**src/rtl/clkmul_pkg.sv**
```systemverilog
// Package: shared widths, reset codes and the ratio helper for the
// clock-multiplier control block. Assumes two equal-width fields per byte.
package clkmul_pkg;
    localparam int FIELD_W = 4;
    localparam int REG_W   = 2 * FIELD_W;
    localparam logic [FIELD_W-1:0] MULT_RST  = 4'h6;
    localparam logic [FIELD_W-1:0] RANGE_RST = 4'h6;

    // Maps a multiplier code to its divide ratio; code zero acts as one.
    function automatic logic [FIELD_W-1:0] eff_ratio(input logic [FIELD_W-1:0] code);
        return (code == '0) ? FIELD_W'(1) : code;
    endfunction
endpackage

```
**src/rtl/clkmul_reg.sv**
```systemverilog
// Module: lockable programming register. Holds NFIELDS fields of FW bits,
// each with its own reset code. Any write is dropped while lock_i is high.
// Assumes write data and lock are synchronous to clk.
module clkmul_reg #(
    parameter int FW      = 4,
    parameter int NFIELDS = 2,
    parameter logic [FW*NFIELDS-1:0] RST_VAL = '0
) (
    input  logic                  clk,
    input  logic                  rst_n,
    input  logic                  wr_i,
    input  logic                  lock_i,
    input  logic [FW*NFIELDS-1:0] wdata_i,
    output logic [FW*NFIELDS-1:0] q_o
);
    logic wr_ok;

    // Write qualification: protection wins over any strobe in the same cycle.
    always_comb wr_ok = wr_i && !lock_i;

    for (genvar f = 0; f < NFIELDS; f++) begin : g_field
        logic [FW-1:0] fld_q;

        // Field storage: reset code, else take write data when unlocked.
        always_ff @(posedge clk) begin
            if (!rst_n)
                fld_q <= RST_VAL[f*FW +: FW];
            else if (wr_ok)
                fld_q <= wdata_i[f*FW +: FW];
        end

        assign q_o[f*FW +: FW] = fld_q;
    end
endmodule

```
**src/rtl/clkmul_div.sv**
```systemverilog
// Module: modulo-N feedback divider. Counts clock cycles and gives one
// registered pulse per N cycles. It samples the ratio only at reload, so a
// running period is never cut short. Assumes ratio_i is already nonzero.
module clkmul_div #(
    parameter int FW = 4
) (
    input  logic          clk,
    input  logic          rst_n,
    input  logic [FW-1:0] ratio_i,
    output logic          pulse_o
);
    logic [FW-1:0] cnt_q;
    logic          term;

    // Terminal detect: the count has run down to one, or it is idle after reset.
    always_comb term = (cnt_q <= FW'(1));

    // Counter and pulse: reload the ratio at terminal, otherwise decrement.
    always_ff @(posedge clk) begin
        if (!rst_n) begin
            cnt_q   <= '0;
            pulse_o <= 1'b0;
        end else if (term) begin
            cnt_q   <= ratio_i;
            pulse_o <= 1'b1;
        end else begin
            cnt_q   <= cnt_q - FW'(1);
            pulse_o <= 1'b0;
        end
    end
endmodule

```
**src/rtl/clkmul_ctrl.sv**
```systemverilog
// Module: top of the clock-multiplier control. A byte register on a simple
// strobe bus feeds the range output and drives the feedback divider. The
// register locks while the PLL is enabled. Assumes a single clock domain.
module clkmul_ctrl
    import clkmul_pkg::*;
(
    input  logic             clk,
    input  logic             rst_n,
    input  logic             bus_wr_i,
    input  logic             bus_rd_i,
    input  logic [REG_W-1:0] bus_wdata_i,
    output logic [REG_W-1:0] bus_rdata_o,
    input  logic             pll_en_i,
    output logic [FIELD_W-1:0] range_sel_o,
    output logic             fb_pulse_o
);
    logic [REG_W-1:0]   cfg_q;
    logic [FIELD_W-1:0] ratio;

    clkmul_reg #(
        .FW      (FIELD_W),
        .NFIELDS (2),
        .RST_VAL ({MULT_RST, RANGE_RST})
    ) u_reg (
        .clk     (clk),
        .rst_n   (rst_n),
        .wr_i    (bus_wr_i),
        .lock_i  (pll_en_i),
        .wdata_i (bus_wdata_i),
        .q_o     (cfg_q)
    );

    // Ratio decode: fold multiplier code zero onto one.
    always_comb ratio = eff_ratio(cfg_q[REG_W-1 -: FIELD_W]);

    clkmul_div #(.FW(FIELD_W)) u_div (
        .clk     (clk),
        .rst_n   (rst_n),
        .ratio_i (ratio),
        .pulse_o (fb_pulse_o)
    );

    // Read mux: contents while strobed, zero otherwise.
    always_comb bus_rdata_o = bus_rd_i ? cfg_q : '0;

    // Range output: lower field straight to the analog side.
    always_comb range_sel_o = cfg_q[FIELD_W-1:0];
endmodule

```
**config.mk**
```make
export PLATFORM = sky130hd
export DESIGN_NAME = clkmul_ctrl
export DESIGN_NICKNAME = d
export VERILOG_FILES = /design/src/rtl/clkmul_pkg.sv /design/src/rtl/clkmul_reg.sv /design/src/rtl/clkmul_div.sv /design/src/rtl/clkmul_ctrl.sv
export SDC_FILE = /design/constraint.sdc
export NUM_CORES = 1
export LEC_CHECK = 0
export ABC_AREA = 1
export BUFFER_PORTS_ARGS = -buffer_cell sky130_fd_sc_hd__buf_2
export CAP_MARGIN = 40
export CORE_MARGIN = 4
export CORE_UTILIZATION = 45
export DETAILED_ROUTE_END_ITERATION = 10
export PLACE_DENSITY = 0.83
export SLEW_MARGIN = 20
export SYNTH_ARGS = -nofsm -noshare
export SYNTH_HDL_FRONTEND = slang
export SYNTH_SLANG_ARGS = --single-unit
```
**constraint.sdc**
```tcl
create_clock -name clk -period 1.2 [get_ports clk]
set_input_delay 0.24 -clock clk [delete_from_list [all_inputs] [get_ports clk]]
set_output_delay 0.24 -clock clk [all_outputs]
set_load 0.03 [all_outputs]
```
==> flow_metrics.py <==
metrics = {
    "floorplanning": {
        "rows": 13,
        "die_h_um": 46.10,
        "dieArea_sq_um": 2125,
        "num_io_pins": 26,
        "fp.dieW_um": 46.10,
        "coreArea_sq_um": 1334,
        "start_util_pct": 48.97,
    },
    "clock_tree": {
        "cts_tree": "yes",
        "cts_max_level": 1,
        "postCtsHoldBufs": 0,
        "clk_latency_ps": 280,
        "root_buffer": "clkbuf_4",
        "clkTransAtPathRegs_ps": 80,
        "cts_sinks": 13,
        "cts_buffers": 3,
        "cts-root-to-sink-buffers": 2,
    },
    "global_routing": {
        "grt_first_pass_wirelength_mm": 2.159,
        "grtUsageTotal_pct": 14.84,
        "grt_max_degree": 14,
        "grt_pass1_vias": 529,
        "antenna_found_initial": 0,
        "overflow": 0,
    },
    "sta": {
        "worstMarginPinSlew_ps": 241.7,
        "finClkSkew_ps": 5.072,
        "relSlewSlack_pct": 83.87,
        "slew_viol_final": 0,
        "hold_ws_ps": 151.7,
        "setup-violations-final": 0,
        "final_hold_viol_count": 0,
        "tns_ps": 0,
        "fin_crit_ps": 1168,
        "period_share_pct": 97.36,
        "fmax_mhz": 856.0,
    },
    "synthesis": {
        "syn_inst": 94,
        "synth-simple-area-share_pct": 26.25,
        "synthMuxAreaShare_pct": 0,
        "syn-num-nets": 109,
        "ys_warn_count": 0,
        "synth.distinct_cells": 17,
        "syn_area_per_cell_sq_um": 6.948,
        "synth_adder_area_share_pct": 3.831,
        "synth_top_family_by_area": "simple AND/OR/NAND/NOR gates",
        "yosysSeqAreaShare_pct": 39.85,
        "synth_area_sq_um": 653.1,
        "synth_compound_area_share_pct": 10.34,
        "yosys_register_bits": 13,
        "synth-xor-area-share_pct": 1.341,
    },
    "cells_and_area": {
        "synthToLayoutAreaGrowth_pct": 27.01,
        "n_antenna_cell": 0,
        "final_nets": 134,
        "drive_gt1_share_pct": 38.14,
    },
    "power": {
        "vdd_ir_drop_max_uv": 1057,
        "p_total_w": 0.001590,
        "powerDensity_nw_per_um2": 1917,
        "power_leakage_nw": 0.4861,
    },
    "setup_path": {
        "startpoint_type": "flop",
        "path_class": "reg -> out",
        "crit_path_end_kind": "output pin",
        "path_max_fanout": 3,
        "required_ps": 960,
        "ff2ff_setup_slack_ps": 60,
        "worstPathArrival_ps": 930,
    },
    "routing": {
        "drt.antenna.violating_nets": 0,
        "drcViolationCount": 0,
        "first_pass_iters": 4,
        "wl_per_cell_um": 10.59,
        "drt_iter0_markers": 4,
        "vias": 614,
        "routed_wl_mm": 1.409,
        "avgViaCountPerCell": 4.617,
    },
    "place": {
        "place_congestion": 0.6799,
        "numPortBuffers": 25,
        "dpl.hpwl_mm": 1.006,
    },
    "min_path": {
        "hold_path_class": "in -> reg",
    },
    "run": {
        "drv_cap": 0,
    },
    "status": {
        "status": "finished, final reports clean",
    },
}
[path summary, 6_finish.rpt]
check,endpoint,cells past startpoint,startpoint
min reg2reg,u_reg.g_field[1].fld_q[0],2,u_reg.g_field[1].fld_q[0]
min,u_reg.g_field[0].fld_q[2],3,bus_wdata_i[2]
max,bus_rdata_o[5],3,u_reg.g_field[1].fld_q[1]
max reg2reg,u_div.cnt_q[3],8,u_div.cnt_q[0]
[power breakdown]
group	internal, W	leakage, nW	switching, W	total, W
registers	0.000536	0.108	0.0000584	0.000595
clock network	0.000129	0.0150	0.000149	0.000278
logic	0.000276	0.363	0.000442	0.000718
[worst max-delay path: stages (launching register included)]
cell      delay [ps]
dfxtp_2          360
nand2_1           50
inv_1             50
clkbuf_4         180
[metrics by stage]
stage          setup WS, ps  utilization [%]  cell area (sq um)  std cells
2_1_floorplan         83.30                -              653.1         94
3_3_place_gp          43.48            56.38              752.0        128
3_5_place_dp         -9.637            56.38              752.0        128
4_1_cts              0.3935            58.72              783.3        132
5_1_grt              -14.68            62.20              829.5        133
6_report              31.72            62.20              829.5        133
[registers in the layout, indices dropped and copies added (netlist names)]
signal               cells
u_reg.g_field.fld_q      8
u_div.cnt_q              4
u_div.pulse_o            1
[final cells by class]
class	instances	area, sq um
Clock buffer	4	26.28
Fill cell	127	504.2
Inverter	20	75.07
Multi-Input combinational cell	55	289.0
Sequential cell	13	270.3
Tap cell	15	18.77
Timing Repair Buffer	26	150.1
[what timing repair did]
action | in CTS | in global routing
gates resized for setup | 1 | 22
pin swaps | 0 | 2
setup buffers | 0 | 1
cloned | 0 | 0
endpoints found under the setup margin | 1 | 11
[routing by layer]
layer	track usage, %	routed length, um
met5	0	0
met4	13.64	48
met3	3.516	73
met2	21.98	701
met1	17.30	585
[cell usage in the layout, fill, tap and decap left out, types with 2 or more instances in the layout]
cell type / netlist / layout
inv_1: 20 / 20
o211ai_1: 2 / 2
o21ai_0: 6 / 4
buf_2: 0 / 18
dfxtp_2: 0 / 8
nor2_2: 1 / 2
clkbuf_4: 0 / 9
dfxtp_1: 13 / 5
buf_4: 4 / 2
nand2_1: 21 / 20
a21oi_1: 3 / 3
nor2_1: 10 / 9
nand3_1: 5 / 5
nand2_2: 2 / 2
[Yosys cell counts (all sizes together)]
cell type	n	area (sq um)
dfxtp	13	260.3
nand2	23	91.34
a21boi	1	7.510
inv	20	75.07
nor2	12	55.06
xor2	1	8.760
ha	2	25.02
a21oi	3	15.01
o21ai	6	30.03
clkbuf	1	3.750
nand3	5	25.02
o211ai	2	15.01
buf	5	41.29
[cells by family (layout without fill, tap and decap cells)]
| family | Yosys count | after routing |
|---|---|---|
| AO/OA/AOI/OAI | 12 | 12 |
| XOR/XNOR | 1 | 1 |
| adder cells (fa/ha/maj) | 2 | 2 |
| buffers and inverters | 26 | 50 |
| flip-flops | 13 | 13 |
| AND/OR/NAND/NOR | 40 | 40 |
(Power assumes the default switching activity.)
